### config.mk
export PLATFORM = sky130hd
export DESIGN_NAME = tick_watchdog
export DESIGN_NICKNAME = d
export VERILOG_FILES = /design/src/rtl/twd_pkg.sv /design/src/rtl/twd_regs.sv /design/src/rtl/twd_prescaler.sv /design/src/rtl/twd_countdown.sv /design/src/rtl/tick_watchdog.sv
export SDC_FILE = /design/constraint.sdc
export NUM_CORES = 1
export LEC_CHECK = 0
export CELL_PAD_IN_SITES_DETAIL_PLACEMENT = 0
export CELL_PAD_IN_SITES_GLOBAL_PLACEMENT = 1
export CORE_ASPECT_RATIO = 0.8
export CORE_UTILIZATION = 41
export DETAILED_ROUTE_END_ITERATION = 10
export PLACE_DENSITY = 0.91
export REMOVE_ABC_BUFFERS = 1
export SYNTH_ARGS = -nofsm -noshare
export SYNTH_HDL_FRONTEND = slang
export SYNTH_SLANG_ARGS = --single-unit
### constraint.sdc
create_clock -name clk -period 9.73 [get_ports clk]
set_input_delay 1.4595 -clock clk [delete_from_list [all_inputs] [get_ports clk]]
set_output_delay 1.4595 -clock clk [all_outputs]
set_load 0.01 [all_outputs]
### src/rtl/twd_pkg.sv
// Shared constants for the prescaled watchdog: bus widths, register
// offsets and the bit positions that software and the bench decode.
// Assumes a 32-bit data bus and byte offsets on an 8-bit address.
package twd_pkg;
    localparam int BUS_W    = 32;
    localparam int ADDR_W   = 8;
    localparam int CNT_W    = 16;
    localparam int DIV_W    = 16;

    localparam logic [ADDR_W-1:0] OFS_STAT  = 8'h00;
    localparam logic [ADDR_W-1:0] OFS_CTRL  = 8'h20;
    localparam logic [ADDR_W-1:0] OFS_LOAD  = 8'h24;
    localparam logic [ADDR_W-1:0] OFS_CAUSE = 8'h38;

    localparam int KICK_BIT  = 9;
    localparam int EN_BIT    = 7;
    localparam int DIV_LSB   = 16;
    localparam int CAUSE_BIT = 1;
endpackage

### src/rtl/twd_regs.sv
// Register file of the watchdog. It decodes bus writes into control,
// load and reset-cause state, forms the kick and the reload strobes,
// and muxes the read data. It assumes at most one write per cycle. The
// cause flag is reset only by por_n; the other state also clears on warm_n.
module twd_regs
    import twd_pkg::*;
(
    input  logic              clk,
    input  logic              por_n,
    input  logic              warm_n,
    input  logic [ADDR_W-1:0] bus_addr,
    input  logic              bus_we,
    input  logic [BUS_W-1:0]  bus_wdata,
    input  logic [CNT_W-1:0]  cnt,
    input  logic              expire,
    output logic [BUS_W-1:0]  bus_rdata,
    output logic [DIV_W-1:0]  div_q,
    output logic              en_q,
    output logic [CNT_W-1:0]  load_q,
    output logic              cause_q,
    output logic              restart
);
    localparam int STAT_PAD = BUS_W - CNT_W;

    logic wr_stat, wr_ctrl, wr_load, wr_cause;
    logic kick, en_rise;

    // Decode which register the current bus write targets.
    always_comb begin
        wr_stat  = bus_we && (bus_addr == OFS_STAT);
        wr_ctrl  = bus_we && (bus_addr == OFS_CTRL);
        wr_load  = bus_we && (bus_addr == OFS_LOAD);
        wr_cause = bus_we && (bus_addr == OFS_CAUSE);
    end

    // Form the reload strobe from a kick or from a 0-to-1 change of enable.
    always_comb begin
        kick    = wr_stat && bus_wdata[KICK_BIT];
        en_rise = wr_ctrl && bus_wdata[EN_BIT] && !en_q;
        restart = kick || en_rise;
    end

    // Store the divide value and the enable bit.
    always_ff @(posedge clk) begin
        if (!por_n || !warm_n) begin
            div_q <= '0;
            en_q  <= 1'b0;
        end else if (wr_ctrl) begin
            div_q <= bus_wdata[DIV_LSB +: DIV_W];
            en_q  <= bus_wdata[EN_BIT];
        end
    end

    // Store the timeout value.
    always_ff @(posedge clk) begin
        if (!por_n || !warm_n) begin
            load_q <= '0;
        end else if (wr_load) begin
            load_q <= bus_wdata[CNT_W-1:0];
        end
    end

    // Sticky reset cause: expiry sets it and wins over a clear.
    always_ff @(posedge clk) begin
        if (!por_n) begin
            cause_q <= 1'b0;
        end else if (expire) begin
            cause_q <= 1'b1;
        end else if (wr_cause && bus_wdata[CAUSE_BIT]) begin
            cause_q <= 1'b0;
        end
    end

    // Return the addressed register on the read bus.
    always_comb begin
        bus_rdata = '0;
        case (bus_addr)
            OFS_STAT:  bus_rdata = {{STAT_PAD{1'b0}}, cnt};
            OFS_CTRL: begin
                bus_rdata[DIV_LSB +: DIV_W] = div_q;
                bus_rdata[EN_BIT]           = en_q;
            end
            OFS_LOAD:  bus_rdata[CNT_W-1:0] = load_q;
            OFS_CAUSE: bus_rdata[CAUSE_BIT] = cause_q;
            default:   bus_rdata = '0;
        endcase
    end
endmodule

### src/rtl/twd_prescaler.sv
// Clock divider for the watchdog. While enabled it emits one tick every
// div cycles, and a divide of 0 acts as 1. A restart puts the phase back
// to zero. While disabled the phase holds and no tick is produced.
module twd_prescaler
    import twd_pkg::*;
#(
    parameter int W = DIV_W
) (
    input  logic         clk,
    input  logic         rst_n,
    input  logic         en,
    input  logic         restart,
    input  logic [W-1:0] div,
    output logic         tick
);
    logic [W-1:0] phase_q;
    logic [W-1:0] last;

    // Find the last phase of a period, treating a divide of 0 as 1.
    always_comb begin
        last = (div == '0) ? '0 : div - 1'b1;
        tick = en && (phase_q >= last);
    end

    // Advance the phase and wrap it when a tick is produced.
    always_ff @(posedge clk) begin
        if (!rst_n) begin
            phase_q <= '0;
        end else if (restart) begin
            phase_q <= '0;
        end else if (en) begin
            phase_q <= tick ? '0 : phase_q + 1'b1;
        end
    end
endmodule

### src/rtl/twd_countdown.sv
// Timeout counter of the watchdog. A restart loads it; each enabled tick
// decrements it. Expiry is the tick that would take the counter to zero,
// or a tick while it is at zero. The counter then parks at zero and is
// spent until the next restart, so the registered request is one cycle.
// A restart in the same cycle as a tick takes priority.
module twd_countdown
    import twd_pkg::*;
#(
    parameter int W = CNT_W
) (
    input  logic         clk,
    input  logic         rst_n,
    input  logic         en,
    input  logic         restart,
    input  logic         tick,
    input  logic [W-1:0] load,
    output logic [W-1:0] cnt_q,
    output logic         expire,
    output logic         rst_req_q
);
    logic spent_q;

    // Detect the final tick of a live count.
    always_comb begin
        expire = en && tick && !restart && !spent_q && (cnt_q <= W'(1));
    end

    // Reload, count down, or park the counter after expiry.
    always_ff @(posedge clk) begin
        if (!rst_n) begin
            cnt_q   <= '0;
            spent_q <= 1'b0;
        end else if (restart) begin
            cnt_q   <= load;
            spent_q <= 1'b0;
        end else if (expire) begin
            cnt_q   <= '0;
            spent_q <= 1'b1;
        end else if (en && tick && !spent_q) begin
            cnt_q   <= cnt_q - 1'b1;
        end
    end

    // Register the expiry into a one-cycle reset request.
    always_ff @(posedge clk) begin
        if (!rst_n) begin
            rst_req_q <= 1'b0;
        end else begin
            rst_req_q <= expire;
        end
    end
endmodule

### src/rtl/tick_watchdog.sv
// Top of the prescaled watchdog. It joins the register file, the
// prescaler and the timeout counter. The datapath takes the AND of both
// resets, while the register file sees them apart so the cause flag can
// outlive a warm reset. Both resets are synchronous and active-low.
module tick_watchdog
    import twd_pkg::*;
(
    input  logic              clk,
    input  logic              por_n,
    input  logic              warm_rst_n,
    input  logic [ADDR_W-1:0] bus_addr,
    input  logic              bus_we,
    input  logic [BUS_W-1:0]  bus_wdata,
    output logic [BUS_W-1:0]  bus_rdata,
    output logic              wdt_rst_req
);
    logic             dp_rst_n;
    logic [DIV_W-1:0] div_q;
    logic             en_q;
    logic [CNT_W-1:0] load_q;
    logic [CNT_W-1:0] cnt_q;
    logic             cause_q;
    logic             restart;
    logic             tick;
    logic             expire;

    // Combine both resets for the datapath.
    always_comb dp_rst_n = por_n && warm_rst_n;

    twd_regs u_regs (
        .clk       (clk),
        .por_n     (por_n),
        .warm_n    (warm_rst_n),
        .bus_addr  (bus_addr),
        .bus_we    (bus_we),
        .bus_wdata (bus_wdata),
        .cnt       (cnt_q),
        .expire    (expire),
        .bus_rdata (bus_rdata),
        .div_q     (div_q),
        .en_q      (en_q),
        .load_q    (load_q),
        .cause_q   (cause_q),
        .restart   (restart)
    );

    twd_prescaler #(.W(DIV_W)) u_presc (
        .clk     (clk),
        .rst_n   (dp_rst_n),
        .en      (en_q),
        .restart (restart),
        .div     (div_q),
        .tick    (tick)
    );

    twd_countdown #(.W(CNT_W)) u_count (
        .clk       (clk),
        .rst_n     (dp_rst_n),
        .en        (en_q),
        .restart   (restart),
        .tick      (tick),
        .load      (load_q),
        .cnt_q     (cnt_q),
        .expire    (expire),
        .rst_req_q (wdt_rst_req)
    );
endmodule

# ---- Word level (Yosys, flattened, before mapping)
# Cells that the tools add are included.
dict set report word_totals {
  ff_bits 68
  latch_bits 0
  mem_bits_rw 0
  rom_bits 0
  elab_cells 57
  mem_count 0
}
dict set report classes {
  n_addsub 3
  mul 0
  div_mod_pow 0
  order_cmp 2
  n_eq_ne 3
  shift 0
  mux 13
  bitwise_logic 1
  n_reduce_logical 27
}
# operator n
set ops {}
lappend ops {{$mux 16} 6}
lappend ops {{$sub 16x1->16 const B} 2}
lappend ops {{$eq 8x6->1 const B} 3}
lappend ops {{$add 16x1->16 const B} 1}
lappend ops {{$ge 16x16->1} 1}
lappend ops {{$le 16x1->1 const B} 1}
lappend ops {{$logic_not 16->1} 1}
lappend ops {{$pmux 8 s2} 1}
lappend ops {{$logic_and 1x1->1} 15}
lappend ops {{$pmux 5 s2} 1}
lappend ops {{$logic_not 8->1} 1}
lappend ops {{$pmux 1 s3} 2}
lappend ops {{$logic_not 1->1} 5}
lappend ops {{$reduce_bool 3->1} 1}
lappend ops {{$logic_or 1x1->1} 2}
lappend ops {{$mux 1} 2}
lappend ops {{$pmux 1 s2} 1}
lappend ops {{$reduce_bool 2->1} 1}
lappend ops {{$reduce_or 2->1} 1}
lappend ops {{$not 1->1} 1}

# ---- Logic depth before layout (Yosys ltp)
dict set report logic_depth {
  ltp_word 11
  mapped_depth 16
}

# ---- By module
# A second synthesis with hierarchy kept.
dict set report unflattened {
  hier_cells 543
  hier_area_um2 4623.2
}
# module instances cells_per_inst area_per_inst_um2 seq_area_each_um2
set modules_own_cells {}
lappend modules_own_cells {twd_regs 1 217 2044.5 680.7}
lappend modules_own_cells {twd_prescaler 1 187 1441.4 320.3}
lappend modules_own_cells {twd_countdown 1 138 1131.1 360.3}
lappend modules_own_cells {tick_watchdog 1 1 6.3 0.0}

# ---- Worst setup path after synthesis
# OpenSTA, ideal clock, no wires.
dict set report synth_path {
  path_kind {input to output}
  from {input bus_addr[1]}
  to {output bus_rdata[10]}
  arrival_time_ps 2951
  setup_slack_ps 5320
  cell_stages 5
  cell_sequence {nor4_2 -> nand2_1 -> nor4b_4 -> clkbuf_1 -> a22o_1}
}
dict set report synth_between {
  elab_chain_cells 2
}
# element line
set synth_lines {}
lappend synth_lines {{start: declaration} tick_watchdog.sv:11} ;# input logic [ADDR_W-1:0] bus_addr,
lappend synth_lines {{$eq 8x6->1 / $logic_not 8->1 (equally long branches)} twd_regs.sv:77} ;# case (bus_addr)
lappend synth_lines {{$pmux 8 s2 (*)} twd_regs.sv:77}
lappend synth_lines {{end: declaration} tick_watchdog.sv:14} ;# output logic [BUS_W-1:0] bus_rdata,
# Mark *: on every way between the ends. The rest lies on a longest branch, timed or not.

# ---- Worst setup path after layout
dict set report layout_path {
  from {input bus_addr[1]}
  to {output bus_rdata[1]}
}
dict set report layout_between {
  elab_chain_cells 2
}
# element line
set layout_lines {}
lappend layout_lines {{$eq 8x6->1 / $logic_not 8->1 (equally long branches)} twd_regs.sv:77}
lappend layout_lines {{$pmux 1 s3 (*)} twd_regs.sv:77}
# Marked as above.

==> flow_summary.yaml <==
critical_path:
  crit_chain: "clkdlybuf4s50_1, nor4_2, nand2_1, nor4b_4, a222oi_1, inv_1, clkdlybuf4s50_1"
  crit_path_frequent_cell: "clkdlybuf4s50_1"
  end_kind: "primary output"
  slowest_delay_ns: 0.87
  critPathArrivalTime_ns: 4.37
  cp_max_fo: 18
  start_kind: "primary input"
  slowest_stage: "nor4b_4"
  critPathBufInv: 3
  setup.worst_path.class: "in2out"
  required_ns: 8.27
  critical_path.top_delay_family: "simple AND/OR/NAND/NOR gates"
global_route:
  grt.busiest_layer: "met2"
  antenna_found_initial: 0
  grt_start_max_net_pins: 41
  grt_pass1_vias: 3699
  use_met3_pct: 5.327
  grt_util_met2_pct: 33.59
  grt_overflow_total: 0
  grt_pass1_wl_um: 18420
  grt_use_met1_pct: 33.25
  grtUsageTotal_pct: 23.06
synth:
  post-synth-top-count-cell: "nand2_1"
  synthCells: 521
  ys.flop_type: "dfxtp_1"
  synth_edf_count: 0
  synth.top_cell.area_share_pct: 34.43
  ys_top_cells_by_count: "nand2_1, dfxtp_1, a21oi_1"
  yosysTopAreaCell: "dfxtp_1"
  yosys_warnings: 0
  async_reset_ff_share_pct: 0
  ys_ff_latch: 68
  synth_top_cells_by_area: "dfxtp_1, nand2_1, ha_1"
  yosysSeqAreaShare_pct: 34.43
  syn_avg_cell_area_um2: 7.589
  synth.distinct_cells: 53
  syn-cell-area_um2: 3954
pwr:
  p_clk_share_pct: 55.1
  switching_share_pct: 20.25
  max-vdd-ir-drop_uv: 72.76
  p_comb_share_pct: 4.4
  p_per_area_nw_per_um2: 134.1
  leakagePower_nw: 1.872
  seqPwrFrac_pct: 40.5
  p_int_mw: 0.5481
  switchingPower_mw: 0.1392
final_layout:
  num_antenna_cells: 0
  drive_gt1_share_pct: 4.392
  finalNetCount: 652
  nFillCells: 880
  syn2layout_area_growth_pct: 29.59
die:
  ios: 77
  core-area_um2: 9193
  die_area_um2: 10040
  die_width_um: 111.8
  die_h_um: 89.84
  rows: 31
  start_util_pct: 43.01
clock_network:
  ctsHoldBuffers: 0
  clock_latency_ns: 0.34
  htree_levels: 3
  cts-root-buf: "clkbuf_16"
  tritoncts: "done"
  post_cts_resized: 0
  clkTransAtPathRegs_ns: 0.06
  numCtsBuffers: 9
  post_cts_buffers: 0
  clock_sinks: 68
  cts.path.max_buffers: 2
timing:
  finClkSkew_ns: 0.006208
  tightest_slew_ns: 1.183
  slew_viol_final: 0
  setup_tns_ns: 0
  finalHoldViolCount: 0
  final.min_clock_period_ns: 5.829
  setup_slack_ns: 3.901
  rsz0062_at_grt: "no"
  post-route-period-util_pct: 59.90
  maxSlewHeadroom_pct: 20.52
  setup_violations: 0
  fmax_mhz: 171.6
placed_design:
  dp_hpwl_um: 8158
  portBuffers: 76
  pre_cts_ws_ns: 3.904
  place_congestion: 0.8439
detailed_routing:
  route.detailed.drc: 0
  final_antenna_net_count: 0
  first_pass_iters: 5
  routed_wl_um: 11040
  wl_per_cell_um: 15.62
  via_per_inst: 5.494
  vias: 3884
  first_iter_violations: 294
flow_run:
  maxCapViolCount: 0
hold_path:
  hold_path_class: "reg2reg"
run_status:
  status: "finished, final reports clean"
## metrics by stage
step / cell area, µm² / total power [mW] / cells / hold slack, ns / utilization (%)
2_1_floorplan: 3855 / 0.2922 / 498 / 0.4290 / -
3_5_place_dp: 4775 / 0.3147 / 691 / 0.4525 / 51.94
3_3_place_gp: 4775 / 0.3143 / 691 / 0.4364 / 51.94
6_report: 5124 / 0.6873 / 707 / 0.4536 / 55.74
5_1_grt: 5124 / 0.7068 / 707 / 0.4931 / 55.74
4_1_cts: 5124 / 0.6934 / 707 / 0.4592 / 55.74
## cell families after synthesis
| family | count (synthesis) | synth area share, % |
|---|---|---|
| xor+xnor | 27 | 5.981 |
| simple gates | 265 | 31.61 |
| mux | 4 | 1.013 |
| buf+inv | 31 | 3.259 |
| fa+ha+maj | 21 | 6.646 |
| compound gates | 105 | 17.06 |
| flops | 68 | 34.43 |
## layout make-up
class / instances / area (µm²) / share of cell area, %
inverter: 8 / 30.03 / 0.5861
tap: 115 / 143.9 / 2.808
clock inverter: 7 / 123.9 / 2.418
clock buffer: 9 / 225.2 / 4.396
timing repair buffer: 78 / 775.7 / 15.14
multi-input combinational: 422 / 2464 / 48.08
sequential: 68 / 1361 / 26.57
## power by group through the flow
stage,registers [mW],logic (mW),clock network [mW]
2_1_floorplan,0.285,0.00750,0
3_3_place_gp,0.285,0.0296,0
3_5_place_dp,0.285,0.0300,0
4_1_cts,0.279,0.0302,0.385
5_1_grt,0.278,0.0323,0.396
6_report,0.279,0.0301,0.379
## per-layer routing
metal  up-vias  share of wire (%)
met2       123                 43
met3        22                6.7
met1      1782                 49
li1       1957                  -
met4         0                1.9
met5         -                  0
## worst min-delay path, stage by stage (launching register included)
cell and delay [ns]:
dfxtp_1 0.31, nand3_1 0.06, nand2_1 0.04
## registers in the layout (all words and copies together), names as in the netlist
signal             cells
u_count.cnt_q         16
u_count.rst_req_q      1
u_count.spent_q        1
u_presc.phase_q       16
u_regs.cause_q         1
u_regs.div_q          16
u_regs.en_q            1
u_regs.load_q         16
## worst paths after layout
path | depth (start not counted) | startpoint | endpoint | slack [ns]
worst min-delay path | 2 | u_regs.cause_q | u_regs.cause_q | 0.45
worst min register to register | 2 | u_regs.cause_q | u_regs.cause_q | 0.45
worst max-delay path | 7 | bus_addr[1] | bus_rdata[1] | 3.90
worst max register to register | 15 | u_regs.div_q[6] | u_count.cnt_q[14] | 5.70
## cells in the final DEF, fill, tap and decap left out, types with 4 or more instances in the layout
cell,instances
nand3_1,15
inv_1,8
o21ai_0,6
nor2b_1,5
nor4_1,5
clkbuf_16,9
a22o_1,15
xor2_1,18
xnor2_1,9
a21oi_1,51
o21ai_1,5
nand4_1,9
and2_1,19
nor3_1,12
mux2i_1,4
nand2_1,126
clkdlybuf4s50_1,76
dfxtp_1,68
nor2_1,49
ha_1,21
(Power assumes the default switching activity.)
